### src/rtl/mdio_pkg.sv
package mdio_pkg;
  localparam int IDX_W = 7;
  localparam logic [IDX_W-1:0] BIT_HDR0  = 7'd32;
  localparam logic [IDX_W-1:0] BIT_TA0   = 7'd46;
  localparam logic [IDX_W-1:0] BIT_TA1   = 7'd47;
  localparam logic [IDX_W-1:0] BIT_DLAST = 7'd63;
  localparam logic [IDX_W-1:0] BIT_IDLE  = 7'd64;

  localparam logic [1:0] SOF   = 2'b01;
  localparam logic [1:0] OP_RD = 2'b10;
  localparam logic [1:0] OP_WR = 2'b01;
  localparam logic [1:0] TA_WR = 2'b10;

  typedef struct packed {
    logic        rd;
    logic [4:0]  phy;
    logic [4:0]  regad;
    logic [15:0] wd;
  } mdio_cmd_t;
endpackage

### src/rtl/mdio_clk_div.sv
module mdio_clk_div #(
  parameter int DIV = 20
) (
  input  logic clk_i,
  input  logic rst_ni,
  input  logic load_i,
  input  logic run_i,
  output logic mdc_o,
  output logic rise_o,
  output logic bit_end_o
);
  localparam int CNT_W = (DIV > 1) ? $clog2(DIV) : 1;
  localparam logic [CNT_W-1:0] CNT_MAX = CNT_W'(DIV - 1);

  logic [CNT_W-1:0] cnt_q;
  logic             ph_q;
  logic             wrap;

  assign wrap = (cnt_q == CNT_MAX);

  always_ff @(posedge clk_i or negedge rst_ni) begin
    if (!rst_ni) begin
      cnt_q <= '0;
      ph_q  <= 1'b0;
    end else if (load_i) begin
      cnt_q <= '0;
      ph_q  <= 1'b0;
    end else if (run_i) begin
      if (wrap) begin
        cnt_q <= '0;
        ph_q  <= ~ph_q;
      end else begin
        cnt_q <= cnt_q + 1'b1;
      end
    end
  end

  assign mdc_o     = ph_q;
  assign rise_o    = run_i & wrap & ~ph_q;
  assign bit_end_o = run_i & wrap & ph_q;
endmodule

### src/rtl/mdio_frame_seq.sv
module mdio_frame_seq
  import mdio_pkg::*;
(
  input  logic             clk_i,
  input  logic             rst_ni,
  input  logic             start_i,
  input  mdio_cmd_t        cmd_i,
  input  logic             bit_end_i,
  output logic             load_o,
  output logic             busy_o,
  output logic [IDX_W-1:0] idx_o,
  output logic             rd_o,
  output logic             fin_o,
  output logic             done_o,
  output logic             mdio_o,
  output logic             mdio_oe_o
);
  mdio_cmd_t        cmd_q;
  logic             busy_q, done_q;
  logic [IDX_W-1:0] idx_q;
  logic [31:0]      hdr;
  logic [4:0]       pos;
  logic             tx_bit;

  assign load_o = start_i & ~busy_q;
  assign fin_o  = busy_q & bit_end_i & (idx_q == BIT_IDLE);

  always_ff @(posedge clk_i or negedge rst_ni) begin
    if (!rst_ni) begin
      busy_q <= 1'b0;
      idx_q  <= '0;
      cmd_q  <= '0;
      done_q <= 1'b0;
    end else begin
      done_q <= fin_o;
      if (load_o) begin
        busy_q <= 1'b1;
        idx_q  <= '0;
        cmd_q  <= cmd_i;
      end else if (busy_q && bit_end_i) begin
        if (idx_q == BIT_IDLE) busy_q <= 1'b0;
        else                   idx_q  <= idx_q + 1'b1;
      end
    end
  end

  // frame tail after the preamble, first bit at the MSB
  assign hdr = {SOF, (cmd_q.rd ? OP_RD : OP_WR), cmd_q.phy, cmd_q.regad, TA_WR, cmd_q.wd};
  assign pos = 5'(BIT_DLAST - idx_q);

  always_comb begin
    tx_bit = 1'b1;
    if (idx_q >= BIT_HDR0 && idx_q <= BIT_DLAST) tx_bit = hdr[pos];
  end

  always_comb begin
    mdio_oe_o = 1'b0;
    if (busy_q) mdio_oe_o = cmd_q.rd ? (idx_q < BIT_TA0) : (idx_q < BIT_IDLE);
  end

  assign mdio_o = mdio_oe_o ? tx_bit : 1'b1;
  assign busy_o = busy_q;
  assign idx_o  = idx_q;
  assign rd_o   = cmd_q.rd;
  assign done_o = done_q;
endmodule

### src/rtl/mdio_rx_capture.sv
module mdio_rx_capture
  import mdio_pkg::*;
(
  input  logic             clk_i,
  input  logic             rst_ni,
  input  logic             sample_i,
  input  logic [IDX_W-1:0] idx_i,
  input  logic             fin_i,
  input  logic             rd_i,
  input  logic             mdio_i,
  output logic [15:0]      rdata_o,
  output logic             ack_err_o
);
  logic [15:0] sh_q;
  logic        ack_q;
  logic [15:0] rdata_q;
  logic        err_q;

  always_ff @(posedge clk_i or negedge rst_ni) begin
    if (!rst_ni) begin
      sh_q    <= '0;
      ack_q   <= 1'b0;
      rdata_q <= '0;
      err_q   <= 1'b0;
    end else begin
      if (sample_i) begin
        if (idx_i == BIT_TA1) ack_q <= ~mdio_i;
        if (idx_i > BIT_TA1 && idx_i <= BIT_DLAST) sh_q <= {sh_q[14:0], mdio_i};
      end
      if (fin_i) begin
        if (rd_i) begin
          rdata_q <= ack_q ? sh_q : 16'h0000;
          err_q   <= ~ack_q;
        end else begin
          err_q   <= 1'b0;
        end
      end
    end
  end

  assign rdata_o   = rdata_q;
  assign ack_err_o = err_q;
endmodule

### src/rtl/mdio_master.sv
module mdio_master
  import mdio_pkg::*;
#(
  parameter int DIV = 20
) (
  input  logic        clk_i,
  input  logic        rst_ni,
  input  logic        start_i,
  input  logic        rd_i,
  input  logic [4:0]  phy_addr_i,
  input  logic [4:0]  reg_addr_i,
  input  logic [15:0] wdata_i,
  output logic [15:0] rdata_o,
  output logic        done_o,
  output logic        ack_err_o,
  output logic        mdc_o,
  input  logic        mdio_i,
  output logic        mdio_o,
  output logic        mdio_oe_o
);
  mdio_cmd_t        cmd;
  logic             load, busy, rise, bit_end, fin, rd_cur;
  logic [IDX_W-1:0] idx;

  assign cmd = '{rd: rd_i, phy: phy_addr_i, regad: reg_addr_i, wd: wdata_i};

  mdio_clk_div #(.DIV(DIV)) u_div (
    .clk_i     (clk_i),
    .rst_ni    (rst_ni),
    .load_i    (load),
    .run_i     (busy),
    .mdc_o     (mdc_o),
    .rise_o    (rise),
    .bit_end_o (bit_end)
  );

  mdio_frame_seq u_seq (
    .clk_i     (clk_i),
    .rst_ni    (rst_ni),
    .start_i   (start_i),
    .cmd_i     (cmd),
    .bit_end_i (bit_end),
    .load_o    (load),
    .busy_o    (busy),
    .idx_o     (idx),
    .rd_o      (rd_cur),
    .fin_o     (fin),
    .done_o    (done_o),
    .mdio_o    (mdio_o),
    .mdio_oe_o (mdio_oe_o)
  );

  mdio_rx_capture u_rx (
    .clk_i     (clk_i),
    .rst_ni    (rst_ni),
    .sample_i  (rise & busy & rd_cur),
    .idx_i     (idx),
    .fin_i     (fin),
    .rd_i      (rd_cur),
    .mdio_i    (mdio_i),
    .rdata_o   (rdata_o),
    .ack_err_o (ack_err_o)
  );
endmodule

### config.mk
export PLATFORM = sky130hd
export DESIGN_NAME = mdio_master
export DESIGN_NICKNAME = d
export VERILOG_FILES = /design/src/rtl/mdio_pkg.sv /design/src/rtl/mdio_clk_div.sv /design/src/rtl/mdio_frame_seq.sv /design/src/rtl/mdio_rx_capture.sv /design/src/rtl/mdio_master.sv
export SDC_FILE = /design/constraint.sdc
export NUM_CORES = 1
export LEC_CHECK = 0
export BUFFER_PORTS_ARGS = -buffer_cell sky130_fd_sc_hd__buf_2
export CAP_MARGIN = 5
export CORE_MARGIN = 2
export CORE_UTILIZATION = 51
export CTS_CLUSTER_SIZE = 8
export DETAILED_ROUTE_END_ITERATION = 16
export HOLD_SLACK_MARGIN = 0.03
export PLACE_DENSITY = 0.75
export SYNTH_ARGS = -nofsm -noshare
export SYNTH_HDL_FRONTEND = slang
export SYNTH_SLANG_ARGS = --single-unit
### constraint.sdc
create_clock -name clk_i -period 2 [get_ports clk_i]
set_input_delay 0.2 -clock clk_i [delete_from_list [all_inputs] [get_ports clk_i]]
set_output_delay 0.2 -clock clk_i [all_outputs]
set_load 0.005 [all_outputs]
== Word level (Yosys, flattened, before mapping) ==
Cells that the tools add are included.
Operators by class
  $add $sub $neg: 3
  $lt $le $gt $ge: 6
  equal/unequal tests: 4
  multiplexer cells: 21
  bitwise operators: 12
  reductions and logical operators: 13
Operator list (count)
  7-bit two-way mux: 3
  16-bit two-way mux: 1
  5-bit two-way mux: 3
  1-bit two-way mux: 12
  2-bit AND reduction: 6
  1-bit bitwise AND: 8
  2-bit nonzero test: 4
  7-bit by 1-bit adder with 7-bit output (second input constant): 1
  7-bit by 6-bit == test with 1-bit output (second input constant): 1
  7-bit == test (second input constant): 1
  7-bit by 6-bit greater-or-equal comparator with 1-bit output (second input constant): 1
  7-bit by 6-bit > comparator with 1-bit output (second input constant): 1
  7-bit by 6-bit <= comparator with 1-bit output (second input constant): 1
  7-bit by 6-bit less-than comparator with 1-bit output (second input constant): 1
  7-bit less-than comparator (second input constant): 1
  5-bit by 6-bit less-than comparator with 1-bit output (second input constant): 1
  5-bit by 1-bit adder with 5-bit output (second input constant): 1
  1-bit binary-select mux with 5-bit select: 1
  5-bit == test (second input constant): 1
  5-bit subtractor (first input constant): 1
  1-bit inverter: 4
  1-bit logical AND: 3
  2-bit two-way mux: 1
  2-bit != test (second input constant): 1
Word-level totals
  register bits after elaboration: 76
  input bits: 31
  logic and storage cells: 72

== Logic depth before layout (Yosys ltp) ==
Gate-level depths: netlist of the first run.
  word-level depth: 6
  gate-level depth with buffers: 9
  gate-level depth less buffers: 5

== Modules after synthesis ==
From an unflattened synthesis of the first run, not the netlist that was laid out.
Unflattened totals
  cells, all modules: 298
  area, all modules: 3549.7 um^2
Modules (own cells, without submodules)
  mdio_frame_seq: instances 1, cells each 155, area each 1851.8 um^2, seq. area each 900.9 um^2
  mdio_rx_capture: instances 1, cells each 113, area each 1375.1 um^2, seq. area each 850.8 um^2
  mdio_clk_div: instances 1, cells each 29, area each 316.6 um^2, seq. area each 150.1 um^2
  mdio_master: instances 1, cells each 1, area each 6.3 um^2, seq. area each 0.0 um^2

== Worst setup path before layout of the first run ==
Ideal clock, no wire load.
  path type: flip-flop to flip-flop
  start point: reg u_seq.idx_q[1] (netlist: u_seq.idx_o[1])
  end point: reg u_rx.sh_q[10]
  library setup time: 0.125 ns
  arrival time: 1.899 ns
  required time: 1.875 ns
  path slack: -0.024 ns
  cell stages (with the launch flop): 7
  buffers on the path: 1
  cell sequence: dfrtp_1 -> ha_1 -> nand2b_1 -> or3_4 -> a21oi_4 -> buf_12 -> mux2_4
On the way
  cells in the longest elaborated chain, start to end: 3
  elaborated cells on any way between the ends: 4
  classes of those cells: order compare: 2; reduce/logical: 2
Ends and longest elaborated chain
  start, declared: line mdio_frame_seq.sv:20  | logic [IDX_W-1:0] idx_q;
  start signal, assigned: line mdio_frame_seq.sv:42  | else idx_q <= idx_q + 1'b1;
  7-bit by 6-bit > comparator with 1-bit output or 7-bit by 6-bit <= comparator with 1-bit output (tied branches): line mdio_rx_capture.sv:28  | if (idx_i > BIT_TA1 && idx_i <= BIT_DLAST) sh_q <= {sh_q[14:0], mdio_i};
  1-bit logical AND (*): line mdio_rx_capture.sv:28
  2-bit AND reduction (no line) (*)
  end signal, assigned: line mdio_rx_capture.sv:28
  end, declared: line mdio_rx_capture.sv:14  | logic [15:0] sh_q;
Mark *: on every way between the ends. The rest lies on a longest branch, timed or not.
A chain may end at the register's enable or synchronous reset.

== Final worst setup path of the first run ==
  start point: reg u_seq.idx_q[0] (netlist: u_seq.idx_o[0])
  end point: out mdio_o
On the way
  cells in the longest elaborated chain, start to end: 5
  elaborated cells on any way between the ends: 12
  classes of those cells: add/sub: 1; order compare: 4; mux: 6; reduce/logical: 1
Ends and longest elaborated chain
  5-bit subtractor: line mdio_frame_seq.sv:49  | assign pos = 5'(BIT_DLAST - idx_q);
  1-bit binary-select mux with 5-bit select: line mdio_frame_seq.sv:53  | if (idx_q >= BIT_HDR0 && idx_q <= BIT_DLAST) tx_bit = hdr[pos];
  1-bit two-way mux (implied by the code): line mdio_frame_seq.sv:53
  1-bit two-way mux: line mdio_frame_seq.sv:53
  1-bit two-way mux (*): line mdio_frame_seq.sv:61  | assign mdio_o = mdio_oe_o ? tx_bit : 1'b1;
  end, declared: line mdio_master.sv:18  | output logic mdio_o,
Mark *: on every way between the ends. The rest lies on a longest branch, timed or not. The select of a mux whose other input is x is not followed.

==> results of run 1 <==
per-layer routing:
layer / part of all wire, % / vias to the layer above / track usage, %
met4: 2.5 / 0 / 8.54
li1: - / 1334 / -
met5: 0 / - / 0
met2: 52 / 75 / 35.1
met1: 42 / 1321 / 26.2
met3: 3.5 / 18 / 5.84
area by class of cell:
cell class | count | area (sq um)
Multi-Input combinational cell | 228 | 1540
Sequential cell | 76 | 1900
Clock buffer | 9 | 124
Clock inverter | 7 | 56.3
Inverter | 29 | 109
Fill cell | 543 | 2260
Timing Repair Buffer | 93 | 721
Tap cell | 96 | 120
kinds of logic (layout without fill, tap and decap cells):
| logic type | Yosys count | in the layout | share of synthesized area (%) |
|---|---|---|---|
| AOI/OAI and AO/OA | 35 | 35 | 6.38 |
| xor gates and xnor gates | 2 | 2 | 0.486 |
| adders and majority gates | 3 | 3 | 1.04 |
| buffers and inverters | 47 | 138 | 6.10 |
| DFF | 76 | 76 | 52.7 |
| muxes | 42 | 42 | 15.1 |
| and+or+nand+nor | 146 | 146 | 18.2 |
synth_stat cells, drive strengths merged (2+ instances only):
cell type | n | area [sq um]
nand2 | 108 | 405
nand4b | 3 | 26.3
a2111oi | 2 | 17.5
nand3 | 6 | 47.6
o22ai | 2 | 12.5
a21oi | 7 | 46.3
o21ai | 14 | 70.1
nor2b | 4 | 25.0
nor3 | 2 | 10.0
mux4 | 5 | 113
ha | 3 | 37.5
xnor2 | 2 | 17.5
inv | 29 | 109
o31ai | 3 | 22.5
clkbuf | 11 | 41.3
buf | 7 | 70.1
mux2i | 19 | 190
or4 | 2 | 15.0
dfrtp | 76 | 1900
mux2 | 18 | 240
nand2b | 4 | 25.0
nor2 | 8 | 30.0
nand4 | 3 | 18.8
metrics by stage:
step / cell area (sq um) / setup WS (ps) / power (uW)
after floorplan: 3610 / 32.8 / 2730
after global placement: 4050 / 59.4 / 3030
after detailed placement: 4050 / 6.76 / 3090
after CTS: 4450 / -267 / 4230
after global routing: 4570 / -403 / 4540
final: 4570 / -263 / 4250
worst paths after layout:
kind,depth (start not counted),startpoint,end
max,6,u_seq.idx_o[0],mdio_o
min,3,reg_addr_i[3],u_seq.cmd_q[19]
max reg2reg,7,u_seq.idx_o[0],u_rx.sh_q[13]
min reg2reg,2,u_seq.cmd_q[24],u_seq.cmd_q[24]
max in group asynchronous,3,rst_ni,u_seq.cmd_q[2]
min in group asynchronous,2,rst_ni,u_div.cnt_q[2]
worst max-delay path: cells and delay by family, from the launching register on:
kind,cells,cell delay (ps)
buffers and inverters,2,280
AOI/OAI and AO/OA,3,520
muxes,1,500
DFF,1,420
power breakdown:
part / internal, uW / total, uW / switching [uW]
sequential: 1770 / 1990 / 216
clock: 469 / 1080 / 606
combinational: 606 / 1180 / 575
total: 2850 / 4250 / 1400
state kept, by name, indices dropped and copies added, names as in the netlist:
register,flops
u_div.cnt_q,5
u_rx.sh_q,16
u_seq.idx_o,7
u_seq.rd_o,1
u_rx.ack_q,1
u_seq.busy_o,1
u_rx.rdata_o,16
u_seq.cmd_q,26
u_seq.done_o,1
u_rx.ack_err_o,1
u_div.mdc_o,1
what timing repair did:
| item | CTS | global route |
|---|---|---|
| resized for setup | 3 | 8 |
| pin swaps | 1 | 2 |
| cloned | 0 | 3 |
| hold endpoints to repair | 50 | 0 |
| buffers inserted | 1 | 1 |
| hold buffers | 20 | 0 |
| endpoints found under the setup margin | 1 | 29 |
==> key figures, run 1 <==
Cells and area
  • Non-filler instance count after layout: 538
  • Fraction of final layout cells sized beyond drive strength 1: 26.9%
  • Most used cells in the layout excluding fill and tap cells: nand2_1 (107), dfrtp_1 (76), buf_2 (50)
  • Most frequent standard cell in the layout excluding fill and tap cells: nand2_1
  • Number of antenna cells inserted: 0
  • Area added between synthesis and finish: 26.6%
  • Post-layout nets: 471
  • Util after Layout: 66.8%

Route
  • First DRT Iteration DRCs: 119
  • Average vias per placed instance: 5.11
  • Routed wirelength normalized by instance count: 14.4 um
  • Post-route DRC: 0
  • Overall routed net length: 7.73 mm
  • First drt pass iteration count: 4
  • Number of vias after detailed routing: 2748
  • Residual antenna-violating net count after detailed routing: 0

Floorplanning
  • Number of standard-cell rows in the floorplan: 30
  • Die outline area: 7760 sq um
  • Initial core utilization: 52.8%
  • I/O pin count: 52
  • Area of the core: 6830 sq um
  • Height of the chip: 88.1 um
  • Chip Width: 88.1 um

Setup path
  • Largest driver fanout on the critical path: 4
  • Critical Path Slowest Stage Cell: mux4_2
  • Required time of the worst setup path: 1800 ps
  • R2R setup slack: -130 ps
  • CP peak stage delay: 500 ps
  • Ordered cell list for the critical path: buf_6, mux4_2, a221oi_2, o31a_1, o31ai_2, buf_2
  • Arrival @ worst endpoint: 2060 ps
  • Worst setup path class: register to primary output
  • Crit path capture type: primary output
  • CP Launch Type: register

Yosys
  • Synthesized netlist net count: 385
  • Sequential element share of the synthesized area: 52.7%
  • Number of distinct library cell variants in the gate-level netlist after synthesis: 45
  • Primary flip-flop cell chosen by synthesis mapping: dfrtp_1
  • Post-synthesis instance total: 351
  • Mapped Area: 3610 sq um
  • Register bit total from synthesis: 76
  • Warnings, synthesis: 0
  • Syn Area/Cell: 10.3 sq um
  • Number of flops mapped to enable cells by yosys: 0
  • Share of flip-flops with an asynchronous set or reset after synthesis: 100%

Hold path
  • Hold Path Class: primary input to register

CTS
  • TritonCTS clock tree: built
  • Clock latency on the worst-skew pair: 360 ps
  • Maximum clock insertion buffer count: 2
  • Number of sinks driven by the clock tree: 76
  • Clock Pin Slew Worst Setup and Hold Paths: 80 ps
  • H-tree lvl count: 3
  • Num CTS Buffers: 9
  • Root Buffer: clkbuf_8

STA
  • Achievable Freq: 442 MHz
  • Unrepaired setup endpoints after global routing: true
  • Number of endpoints with negative hold slack in the final report: 0
  • Tcrit/Tclk final: 113%
  • Rel. slew slack: 65.2%
  • Number of setup violations in the final report: 17
  • Sum of negative setup slack: -1930 ps
  • Smallest setup slack after layout: -263 ps
  • Final Max Tran Viols: 0
  • Measured slew at the worst slew-check pin: 522 ps
  • Time the worst path needs with I/O delays and setup: 2260 ps
  • Final worst clock skew: 13.9 ps
  • Final-layout worst hold slack: 44.2 ps

Placed design
  • Quantity of I/O buffers inserted on ports: 51
  • Final RePlAce weighted congestion: 0.826
  • Post-placement cell count: 497
  • Half-perimeter wire length of the detailed placement result: 4.95 mm

Outcome
  • Violated checks: negative setup slack
  • Run status: complete, but fails checks

Pwr
  • Peak supply drop: 0.000712 V
  • Ratio of total power to cell area: 930 nW/um^2
  • LEAKAGE: 0.00220 uW

Global routing
  • Overflow left after global routing: 0
  • Number of global-route vias before repair: 2717
  • Total track usage: 21.1%
  • Largest net degree at the start of global routing: 34
  • Wire length of the first global-routing pass: 12.3 mm
  • Number of antenna violations at the first check in global routing: 0

Job
  • Max Cap Violations: 0
Power figures use the tool's default switching activity.
==> run 2: changes to the inputs <==
--- a/config.mk
+++ b/config.mk
@@ -5,14 +5,16 @@
 export SDC_FILE = /design/constraint.sdc
 export NUM_CORES = 1
 export LEC_CHECK = 0
+export ABC_AREA = 1
 export BUFFER_PORTS_ARGS = -buffer_cell sky130_fd_sc_hd__buf_2
 export CAP_MARGIN = 5
 export CORE_MARGIN = 2
-export CORE_UTILIZATION = 51
+export CORE_UTILIZATION = 52
 export CTS_CLUSTER_SIZE = 8
 export DETAILED_ROUTE_END_ITERATION = 16
 export HOLD_SLACK_MARGIN = 0.03
-export PLACE_DENSITY = 0.75
+export PLACE_DENSITY = 0.76
 export SYNTH_ARGS = -nofsm -noshare
 export SYNTH_HDL_FRONTEND = slang
+export SYNTH_HIERARCHICAL = 1
 export SYNTH_SLANG_ARGS = --single-unit
==> key figures, run 2 <==
Outcome
  • Run status: finished clean

Pwr
  • Part of the total power dissipated in the clock network: 29.8%
  • Net switching share of the total power: 34.0%
  • Combinational cell fraction of total power: 24.4%
  • Total net switching power: 1400 uW
  • LEAKAGE: 0.00216 uW
  • Peak supply drop: 0.000595 V
  • Ratio of total power to cell area: 935 nW/um^2
  • Internal power component: 2720 uW
  • Sequential cell fraction of total power: 45.9%

Hold path
  • Hold Path Class: primary input to register
  • Number of cells on the worst hold path: 3
  • Hold path startpoint: reg_addr_i[1]
  • Worst Hold Path EP: u_seq/cmd_q[17]

Global routing
  • Total track usage: 21.0%
  • Largest net degree at the start of global routing: 43
  • Number of antenna violations at the first check in global routing: 0
  • Wire length of the first global-routing pass: 12.9 mm
  • Overflow left after global routing: 0
  • Number of global-route vias before repair: 2872

CTS
  • H-tree lvl count: 3
  • Number of sinks driven by the clock tree: 76
  • TritonCTS clock tree: built
  • Maximum clock insertion buffer count: 2
  • Root Buffer: clkbuf_8
  • Num CTS Buffers: 9
  • Clock Pin Slew Worst Setup and Hold Paths: 80 ps
  • Clock latency on the worst-skew pair: 350 ps

Route
  • Routed wirelength normalized by instance count: 12.8 um
  • Average vias per placed instance: 4.92
  • Overall routed net length: 7.93 mm
  • Residual antenna-violating net count after detailed routing: 0
  • Post-route DRC: 0
  • First DRT Iteration DRCs: 203
  • Number of vias after detailed routing: 3050
  • First drt pass iteration count: 7

Cells and area
  • Fill count: 583
  • Register name with the most flops: u_seq/cmd_q
  • Most frequent standard cell in the layout excluding fill and tap cells: nand2_1
  • Area added between synthesis and finish: 18.0%
  • Fraction of final layout cells sized beyond drive strength 1: 25.2%
  • Number of antenna cells inserted: 0
  • Most used cells in the layout excluding fill and tap cells: nand2_1 (181), dfrtp_1 (73), buf_2 (51)
  • Post-layout nets: 553
  • Max reg flops: 26
  • Util after Layout: 64.2%
  • Final non-filler cell area: 4410 sq um

Yosys
  • Post-synthesis simple-gate area fraction: 28.5%
  • Synthesized-area fraction occupied by ao, oa, aoi and oai cells: 10.3%
  • Share of the synthesized netlist area taken by xor and xnor gates: 0.469%
  • Top post-synthesis cells by count: nand2_1 (182), dfrtp_1 (76), inv_1 (42), nand3_1 (27), o21ai_0 (26)
  • Sequential element share of the synthesized area: 50.9%
  • Synth area leaders: dfrtp_1 (51%), nand2_1 (18%), inv_1 (4.2%)
  • Syn Area/Cell: 8.15 sq um
  • Synthesized netlist net count: 493
  • Most common cell in the netlist: nand2_1
  • Combinational family with the most area after synthesis: simple AND/OR/NAND/NOR gates
  • Leading area contributor after synthesis: dfrtp_1
  • Share of synthesized cell area in full adder, half adder and majority cells: 1.00%
  • Warnings, synthesis: 6
  • Post-synthesis instance total: 459
  • Register bit total from synthesis: 76
  • Mapped Area: 3740 sq um
  • Multiplexer fraction of the synthesized cell area: 0%
  • Number of flops mapped to enable cells by yosys: 0
  • Primary flip-flop cell chosen by synthesis mapping: dfrtp_1
  • Post-synth top area share: 50.9%
  • Share of flip-flops with an asynchronous set or reset after synthesis: 100%
  • Number of distinct library cell variants in the gate-level netlist after synthesis: 34

STA
  • Tcrit/Tclk final: 95.7%
  • Number of setup violations in the final report: 0
  • Time the worst path needs with I/O delays and setup: 1910 ps
  • Final worst clock skew: 13.6 ps
  • Achievable Freq: 522 MHz
  • Number of endpoints with negative hold slack in the final report: 0
  • Final Max Tran Viols: 0
  • Measured slew at the worst slew-check pin: 571 ps
  • Rel. slew slack: 62.0%

Floorplanning
  • Height of the chip: 88.8 um
  • Chip Width: 88.8 um
  • Number of standard-cell rows in the floorplan: 30
  • Die outline area: 7880 sq um
  • Area of the core: 6870 sq um
  • Initial core utilization: 54.4%
  • I/O pin count: 52

Placed design
  • Quantity of I/O buffers inserted on ports: 51
  • Half-perimeter wire length of the detailed placement result: 4.98 mm
  • Final RePlAce weighted congestion: 0.810
  • Instance area after placement: 4090 sq um

Setup path
  • Crit Reg-Reg Endpoint: u_rx/rdata_o[12]
  • R2R setup slack: 180 ps
  • Arrival @ worst endpoint: 1710 ps
  • Ordered cell list for the critical path: buf_6, ha_4, nand3_4, nor2_4, o21bai_1, nor2_2, nand3_1, buf_2
  • Required time of the worst setup path: 1800 ps
  • CP Launch Type: register
  • Largest driver fanout on the critical path: 5
  • CP peak stage delay: 400 ps
  • Startpoint of the most critical register-to-register path: u_div/cnt_q[0]
  • Crit path capture type: primary output
  • Critical Path Slowest Stage Cell: dfrtp_1
  • R2r worst-path depth: 9
  • Worst setup path class: register to primary output

Job
  • Max Cap Violations: 0
[run 2: routing by layer]
| layer | wire (um) | GRT usage [%] | vias to the layer above |
|---|---|---|---|
| met1 | 3680 | 28.7 | 1395 |
| met3 | 436 | 4.48 | 9 |
| li1 | - | - | 1552 |
| met4 | 109 | 6.89 | 0 |
| met5 | 0 | 0 | - |
| met2 | 3700 | 33.4 | 94 |
[run 2: layout make-up]
class	count	area (sq um)	share of cell area, %
Sequential cell	76	1910	43.2
Multi-Input combinational cell	315	1570	35.5
Timing Repair Buffer	67	423	9.59
Inverter	50	190	4.31
Clock buffer	9	124	2.81
Tap cell	96	120	2.72
Clock inverter	7	81.3	1.84
[run 2: how the worst max path moves through the flow]
stage,end,slack [ps],depth (start not counted),from
after floorplan,u_rx/rdata_o[10],250,10,u_seq/idx_o[0]
after CTS,mdio_o,30,8,u_seq/idx_o[1]
after global routing,mdio_o,-50,10,u_seq/idx_o[1]
final,mdio_o,90,8,u_seq/idx_o[1]
after detailed placement,u_rx/rdata_o[3],60,9,u_div/cnt_q[0]
after global placement,u_rx/rdata_o[14],180,10,u_div/cnt_q[0]
[run 2: power groups by stage]
stage               clock [uW]  combinational [uW]  sequential (uW)
floorplan                    0                 743             1840
global placement             0                 872             1900
detailed placement           0                 894             1910
CTS                       1250                 900             1880
global route              1310                1150             1920
finish                    1230                1000             1890
[run 2: stage by stage]
step	hold slack (ps)	worst slack, ps	power, uW	instances	setup TNS [ps]
after global routing	44.5	-47.7	4380	620	-47.7
after CTS	37.0	28.0	4030	614	0
final	45.4	85.0	4120	620	0
after detailed placement	192	58.4	2800	597	0
after global placement	191	175	2770	597	0
after floorplan	-95.6	252	2580	459	0
[run 2: what timing repair did]
| action | CTS | global route |
|---|---|---|
| hold buffers | 1 | 0 |
| endpoints found under the setup margin | 1 | 18 |
| pin swaps | 0 | 4 |
| resized for setup | 2 | 16 |
| endpoints found under the hold margin | 34 | 0 |
| gates cloned | 0 | 2 |
| setup buffers | 0 | 5 |
[run 2: worst max-delay path: cells and delay by family (launching register included)]
kind | cells | cell delay [ps]
compound gates | 1 | 90
buf+inv | 2 | 270
flops | 1 | 400
fa+ha+maj | 1 | 140
simple gates | 4 | 460
[run 2: kinds of logic (layout without fill, tap and decap cells)]
family	count (synthesis)	count (layout)
simple gates	249	250
fa+ha+maj	3	3
xor+xnor	2	2
buf+inv	69	133
compound gates	60	60
flops	76	76
